## src/rtl/useq_ctrl.sv

```systemverilog
module useq_ctrl #(
  parameter int DW = 8
) (
  input  logic          clk,
  input  logic          rst_n,
  input  logic [DW-1:0] bus_in,
  input  logic          ovf_in,
  input  logic          jump_in,
  output logic [19:0]   ctrl_o,
  output logic [DW-1:0] op_o,
  output logic [2:0]    step_o
);

  localparam logic [19:0] M_PC_INC   = 20'h1 << 0;
  localparam logic [19:0] M_PC_DRV   = 20'h1 << 1;
  localparam logic [19:0] M_MEM_DRV  = 20'h1 << 2;
  localparam logic [19:0] M_A_DRV    = 20'h1 << 3;
  localparam logic [19:0] M_B_DRV    = 20'h1 << 4;
  localparam logic [19:0] M_I_DRV    = 20'h1 << 5;
  localparam logic [19:0] M_T_DRV    = 20'h1 << 6;
  localparam logic [19:0] M_ALU_DRV  = 20'h1 << 7;
  localparam logic [19:0] M_PC_LD    = 20'h1 << 8;
  localparam logic [19:0] M_IR_LD    = 20'h1 << 9;
  localparam logic [19:0] M_MEM_WR   = 20'h1 << 10;
  localparam logic [19:0] M_A_LD     = 20'h1 << 11;
  localparam logic [19:0] M_B_LD     = 20'h1 << 12;
  localparam logic [19:0] M_I_LD     = 20'h1 << 13;
  localparam logic [19:0] M_T_LD     = 20'h1 << 14;
  localparam logic [19:0] M_ALU_ADD  = 20'h1 << 15;
  localparam logic [19:0] M_ALU_INC  = 20'h1 << 16;
  localparam logic [19:0] M_OV_CLR   = 20'h1 << 17;
  localparam logic [19:0] M_OV_SET   = 20'h1 << 18;
  localparam logic [19:0] M_STEP_RST = 20'h1 << 19;
  localparam int          RST_BIT    = 19;
  localparam int          IRLD_BIT   = 9;

  localparam logic [DW-1:0] OP_ADD  = DW'(0);
  localparam logic [DW-1:0] OP_JOV  = DW'(1);
  localparam logic [DW-1:0] OP_LIT  = DW'(2);
  localparam logic [DW-1:0] OP_LOAD = DW'(3);
  localparam logic [DW-1:0] OP_STOR = DW'(4);
  localparam logic [DW-1:0] OP_SWAP = DW'(5);
  localparam logic [DW-1:0] OP_SWPI = DW'(6);
  localparam logic [DW-1:0] OP_INC  = DW'(7);
  localparam logic [DW-1:0] OP_NOP  = DW'(8);

  localparam logic [19:0] RST_WORD = M_PC_INC | M_OV_CLR;

  logic [DW-1:0] op_q, staged_q, op_n;
  logic [2:0]    step_q, step_n;
  logic          path_q, path_n;
  logic [19:0]   word_n;

  function automatic logic [19:0] tail_word(input logic [2:0] k);
    case (k)
      3'd0:    tail_word = M_PC_INC;
      3'd1:    tail_word = M_PC_DRV;
      3'd2:    tail_word = M_MEM_DRV | M_IR_LD;
      default: tail_word = M_STEP_RST;
    endcase
  endfunction

  function automatic logic [19:0] jump_word(input logic [2:0] st, input logic taken);
    if (taken) begin
      case (st)
        3'd0:    jump_word = M_B_DRV | M_PC_LD;
        3'd1:    jump_word = M_OV_CLR;
        default: jump_word = M_STEP_RST;
      endcase
    end else begin
      case (st)
        3'd0:    jump_word = M_PC_INC;
        3'd1:    jump_word = M_PC_DRV;
        3'd2:    jump_word = M_MEM_DRV | M_IR_LD | M_OV_SET;
        default: jump_word = M_STEP_RST;
      endcase
    end
  endfunction

  function automatic logic [19:0] micro_word(input logic [DW-1:0] op,
                                             input logic [2:0] st,
                                             input logic taken);
    logic [19:0] b0, b1, b2, w;
    logic [2:0]  len;
    b0 = '0;
    b1 = '0;
    b2 = '0;
    len = 3'd0;
    case (op)
      OP_ADD, OP_INC: begin
        len = 3'd3;
        b0 = M_A_DRV | M_T_LD | M_OV_CLR;
        b1 = (op == OP_ADD) ? (M_B_DRV | M_ALU_ADD) : M_ALU_INC;
        b2 = M_ALU_DRV | M_A_LD;
      end
      OP_LIT: begin
        len = 3'd3;
        b0 = M_PC_INC;
        b1 = M_PC_DRV;
        b2 = M_MEM_DRV | M_B_LD;
      end
      OP_LOAD: begin
        len = 3'd2;
        b0 = M_I_DRV;
        b1 = M_MEM_DRV | M_B_LD;
      end
      OP_STOR: begin
        len = 3'd2;
        b0 = M_I_DRV;
        b1 = M_B_DRV | M_MEM_WR;
      end
      OP_SWAP: begin
        len = 3'd3;
        b0 = M_A_DRV | M_T_LD;
        b1 = M_B_DRV | M_A_LD;
        b2 = M_T_DRV | M_B_LD;
      end
      OP_SWPI: begin
        len = 3'd3;
        b0 = M_B_DRV | M_T_LD;
        b1 = M_I_DRV | M_B_LD;
        b2 = M_T_DRV | M_I_LD;
      end
      default: len = 3'd0;
    endcase
    if (op == OP_JOV)
      w = jump_word(st, taken);
    else if (st < len)
      w = (st == 3'd0) ? b0 : (st == 3'd1) ? b1 : b2;
    else
      w = tail_word(st - len) | ((op == OP_NOP && st == 3'd0) ? M_OV_CLR : 20'h0);
    return w;
  endfunction

  assign op_n   = ctrl_o[RST_BIT] ? (jump_in ? bus_in : staged_q) : op_q;
  assign step_n = ctrl_o[RST_BIT] ? 3'd0 : step_q + 3'd1;
  assign path_n = ctrl_o[RST_BIT] ? ovf_in : path_q;
  assign word_n = micro_word(op_n, step_n, path_n);

  always_ff @(posedge clk or negedge rst_n) begin
    if (!rst_n) begin
      op_q     <= OP_NOP;
      staged_q <= OP_NOP;
      step_q   <= 3'd0;
      path_q   <= 1'b0;
      ctrl_o   <= RST_WORD;
    end else begin
      if (ctrl_o[IRLD_BIT]) staged_q <= bus_in;
      op_q   <= op_n;
      step_q <= step_n;
      path_q <= path_n;
      ctrl_o <= word_n;
    end
  end

  assign op_o   = op_q;
  assign step_o = step_q;

endmodule


```

## config.mk

```make
export PLATFORM = sky130hd
export DESIGN_NAME = useq_ctrl
export DESIGN_NICKNAME = d
export VERILOG_FILES = /design/src/rtl/useq_ctrl.sv
export SDC_FILE = /design/constraint.sdc
export NUM_CORES = 1
export LEC_CHECK = 0
export BUFFER_PORTS_ARGS = -buffer_cell sky130_fd_sc_hd__buf_2
export CAP_MARGIN = 20
export CORE_MARGIN = 10
export CORE_UTILIZATION = 25
export DETAILED_ROUTE_END_ITERATION = 10
export HOLD_SLACK_MARGIN = 0.1
export PLACE_DENSITY = 0.53
export SLEW_MARGIN = 20
export SYNTH_ARGS = -nofsm -noshare
export SYNTH_HDL_FRONTEND = slang
export SYNTH_SLANG_ARGS = --single-unit
```

## constraint.sdc

```tcl
create_clock -name clk -period 3.17 [get_ports clk]
set_input_delay 0.1585 -clock clk [delete_from_list [all_inputs] [get_ports clk]]
set_output_delay 0.1585 -clock clk [all_outputs]
set_load 0.02 [all_outputs]
```

==> impl_results.md <==
* Outcome: finished, final reports clean
* Switch share at 46.8%
* Die ar. at 12,300 µm²
* Detailed-route vias per instance at 4.64
* Clock sinks at 40
* WL/cell at 16.0 µm
* Crit path arrival time at 3.23 ns
* Post-route ant nets at 0
* Total track usage at 8.67%
* Final Cell Area at 2610 µm²
* Seq/Total Area, Yosys at 48.7%
* Tcrit/Tclk final at 95.3%
* Clk_skew at 0.0113 ns
* Slowest-stage cell, CP: dfrtp_1
* #FFs+latches synth at 40
* Psw at 1.36 mW
* Hold path cells at 2
* Final TNS setup at 0 ns
* Worst hold slack at 0.122 ns
* N_diodes at 0
* Max Cap Viol at 0
* Post-synthesis cell count at 183
* DR iter-0 viols at 140
* Critical path, cell by cell: mux2_4 -> mux2i_4 -> nand4_4 -> or2_4 -> a211oi_2 -> ha_2 -> inv_2 -> fa_1 -> or3_4 -> a2111oi_4 -> o21ai_2 -> o211ai_1
* Seq pwr share at 27.3%
* Yosys warning count at 0
* Grt ovf at 0
* Fillers at 839
* Crit path kind: flop to flop
* Fmax achieved at 331 MHz
* Syn Area/Cell at 11.3 µm²
* # IOs at 43
* Vias in the first global route at 1,701
* Placed insts at 328
* EDFF count, synth at 0
* Initial Util at 25.4%
* Pre-CTS WS at 0.0213 ns
* Root buffer cell: clkbuf_8
* H-tree levels at 2
* Non-Filler Instances at 338
* R2r setup slk at 0.15 ns
* Placer Congestion at 0.886
* Worst Setup End Kind: flop
* Layout cells sized above 1 at 43.3%
* Post-DP Area at 2430 µm²
* Hold Crit Start: bus_in[7]
* Remaining DRCs at 0
* RR Endpoint: ctrl_o[2]
* Core Util, Final at 32.1%
* Die W at 111 µm
* Synth Cell Area at 2070 µm²
* Initial antenna violation count at 0
* CTS max path bufs at 2
* Final worst slack at 0.149 ns
* Post-Synthesis Net Count at 199
* Slew at the pin closest to its max-slew limit at 0.868 ns
* Worst hold path endpoint: staged_q[7]
* Clock-pin slew of the registers on the worst-case setup and hold paths at 0.08 ns
* Primary FF master, synth: dfrtp_1
* Share of flip-flops with an asynchronous set or reset at 100%
* Max incr delay on CP at 0.39 ns
* Leakage at 1.19 nW
* CTS tree: done
* Die span in y at 111 µm
* Drt pass-1 iters at 4
* Power Total at 2.90 mW
* IR Drop Worst-Case VDD at 0.322 mV
* Final nets at 248
* Worst Hold Class: input port to flop
* Final Hold Viols at 0
* CP Max Fanout at 3
* Worst R2R Path Depth at 12
* Worst EP required at 3.38 ns
* Fraction of power consumed by combinational cells at 60.7%
* RSZ-0062 raised after global routing: true
* Setup-failing EPs final at 0
* Area grow syn2layout at 26.5%
* Worst skew pair latency at 0.29 ns
* Routed via count at 1,569
* I/O Buffers at 42
* First-pass GRT wire length at 8900 µm
* Power Internal at 1.54 mW
* Crit start category: flop
* Yosys cell types at 45
* Number of buffers created by CTS at 5
* Pin count of the biggest net entering global routing at 41
* Cell area power density at 1110 nW/µm²
* Slew headroom at 42.1%
* Post-Route WL at 5400 µm
* Worst reg2reg path startpoint: staged_q[6]
* Crit path time final at 3.02 ns
* Core area at 8130 µm²
* Clk pwr share at 12.0%
* Slew Limit Fails at 0
* Hpwl dp at 4020 µm
* Number of cell rows at 33
## registers in the layout, summed over array words and instances, names as in the netlist
register  count
step_o        3
op_o          8
ctrl_o       20
path_q        1
staged_q      8
## worst max path at each step
stage,from,end,slack [ns],cells after the start
detailed placement,jump_in,ctrl_o[2],0.02,13
CTS,ctrl_o[19],ctrl_o[2],0.02,11
global placement,jump_in,ctrl_o[2],0.08,13
floorplan,ctrl_o[19],ctrl_o[2],0.02,13
global route,staged_q[7],ctrl_o[2],-0.008,12
finish,staged_q[6],ctrl_o[2],0.15,12
## power by group through the flow
stage	Clock (mW)	Combinational (mW)	Sequential [mW]
final	0.349	1.76	0.793
after global routing	0.385	1.94	0.817
after detailed placement	0	1.60	0.821
after global placement	0	1.59	0.815
after floorplan	0	1.09	0.891
after CTS	0.360	1.61	0.812
## cell type report
cell class	count	area [µm²]	area share, %
flip-flops and latches	40	1010	38.6
well taps	105	131	5.03
inverters	15	56.3	2.16
multi-input cells	116	1010	38.7
clock buffers	8	90.1	3.45
repair buffers	54	315	12.1
## timing repair
item	4_1_cts	5_1_grt
resized for setup	0	11
hold endpoints to repair	36	0
endpoints found under the setup margin	0	9
hold buffers	1	0
setup buffers	0	1
## logic make-up (layout without fill, tap and decap cells)
logic type,count (synthesis),after routing,synth area share [%]
and+or+nand+nor,52,52,13.6
muxes,24,24,15.6
xor gates and xnor gates,4,4,1.70
DFF,40,40,48.7
adders and majority gates,4,4,2.79
AOI/OAI and AO/OA,32,32,12.1
buffers and inverters,27,77,5.63
## cells in the final DEF (no fill, tap or decap), types with 7 or more instances in the layout
cell type and n:
mux2_2 8, nand2_1 8, inv_1 9, buf_4 10
dfrtp_1 35, mux2i_1 7, buf_2 42, nor2_1 11
nor3_1 8
## Yosys cell counts (all sizes together) (5+ instances only)
cell / number / area [µm²]
mux2i: 11 / 160
nor4: 5 / 31.3
inv: 15 / 56.3
buf: 5 / 33.8
dfrtp: 36 / 901
mux2: 13 / 161
nor3: 8 / 40.0
clkbuf: 7 / 26.3
nor2: 11 / 41.3
nand2: 8 / 30.0
nand3: 6 / 30.0
## layer usage
metal / vias to the layer above / share of wire (%) / GRT usage [%]
met5: - / 0 / 0
met3: 8 / 6.7 / 3.52
li1: 751 / - / -
met1: 768 / 46 / 10.5
met2: 42 / 46 / 14.0
met4: 0 / 1.3 / 2.08
## critical path: cells and delay by family, from the launching register on
kind	cells	cell delay, ns
compound gates	4	0.71
fa+ha+maj	2	0.58
buf+inv	1	0.05
flops	1	0.39
mux	2	0.45
simple gates	3	0.75
(Power assumes the default switching activity.)
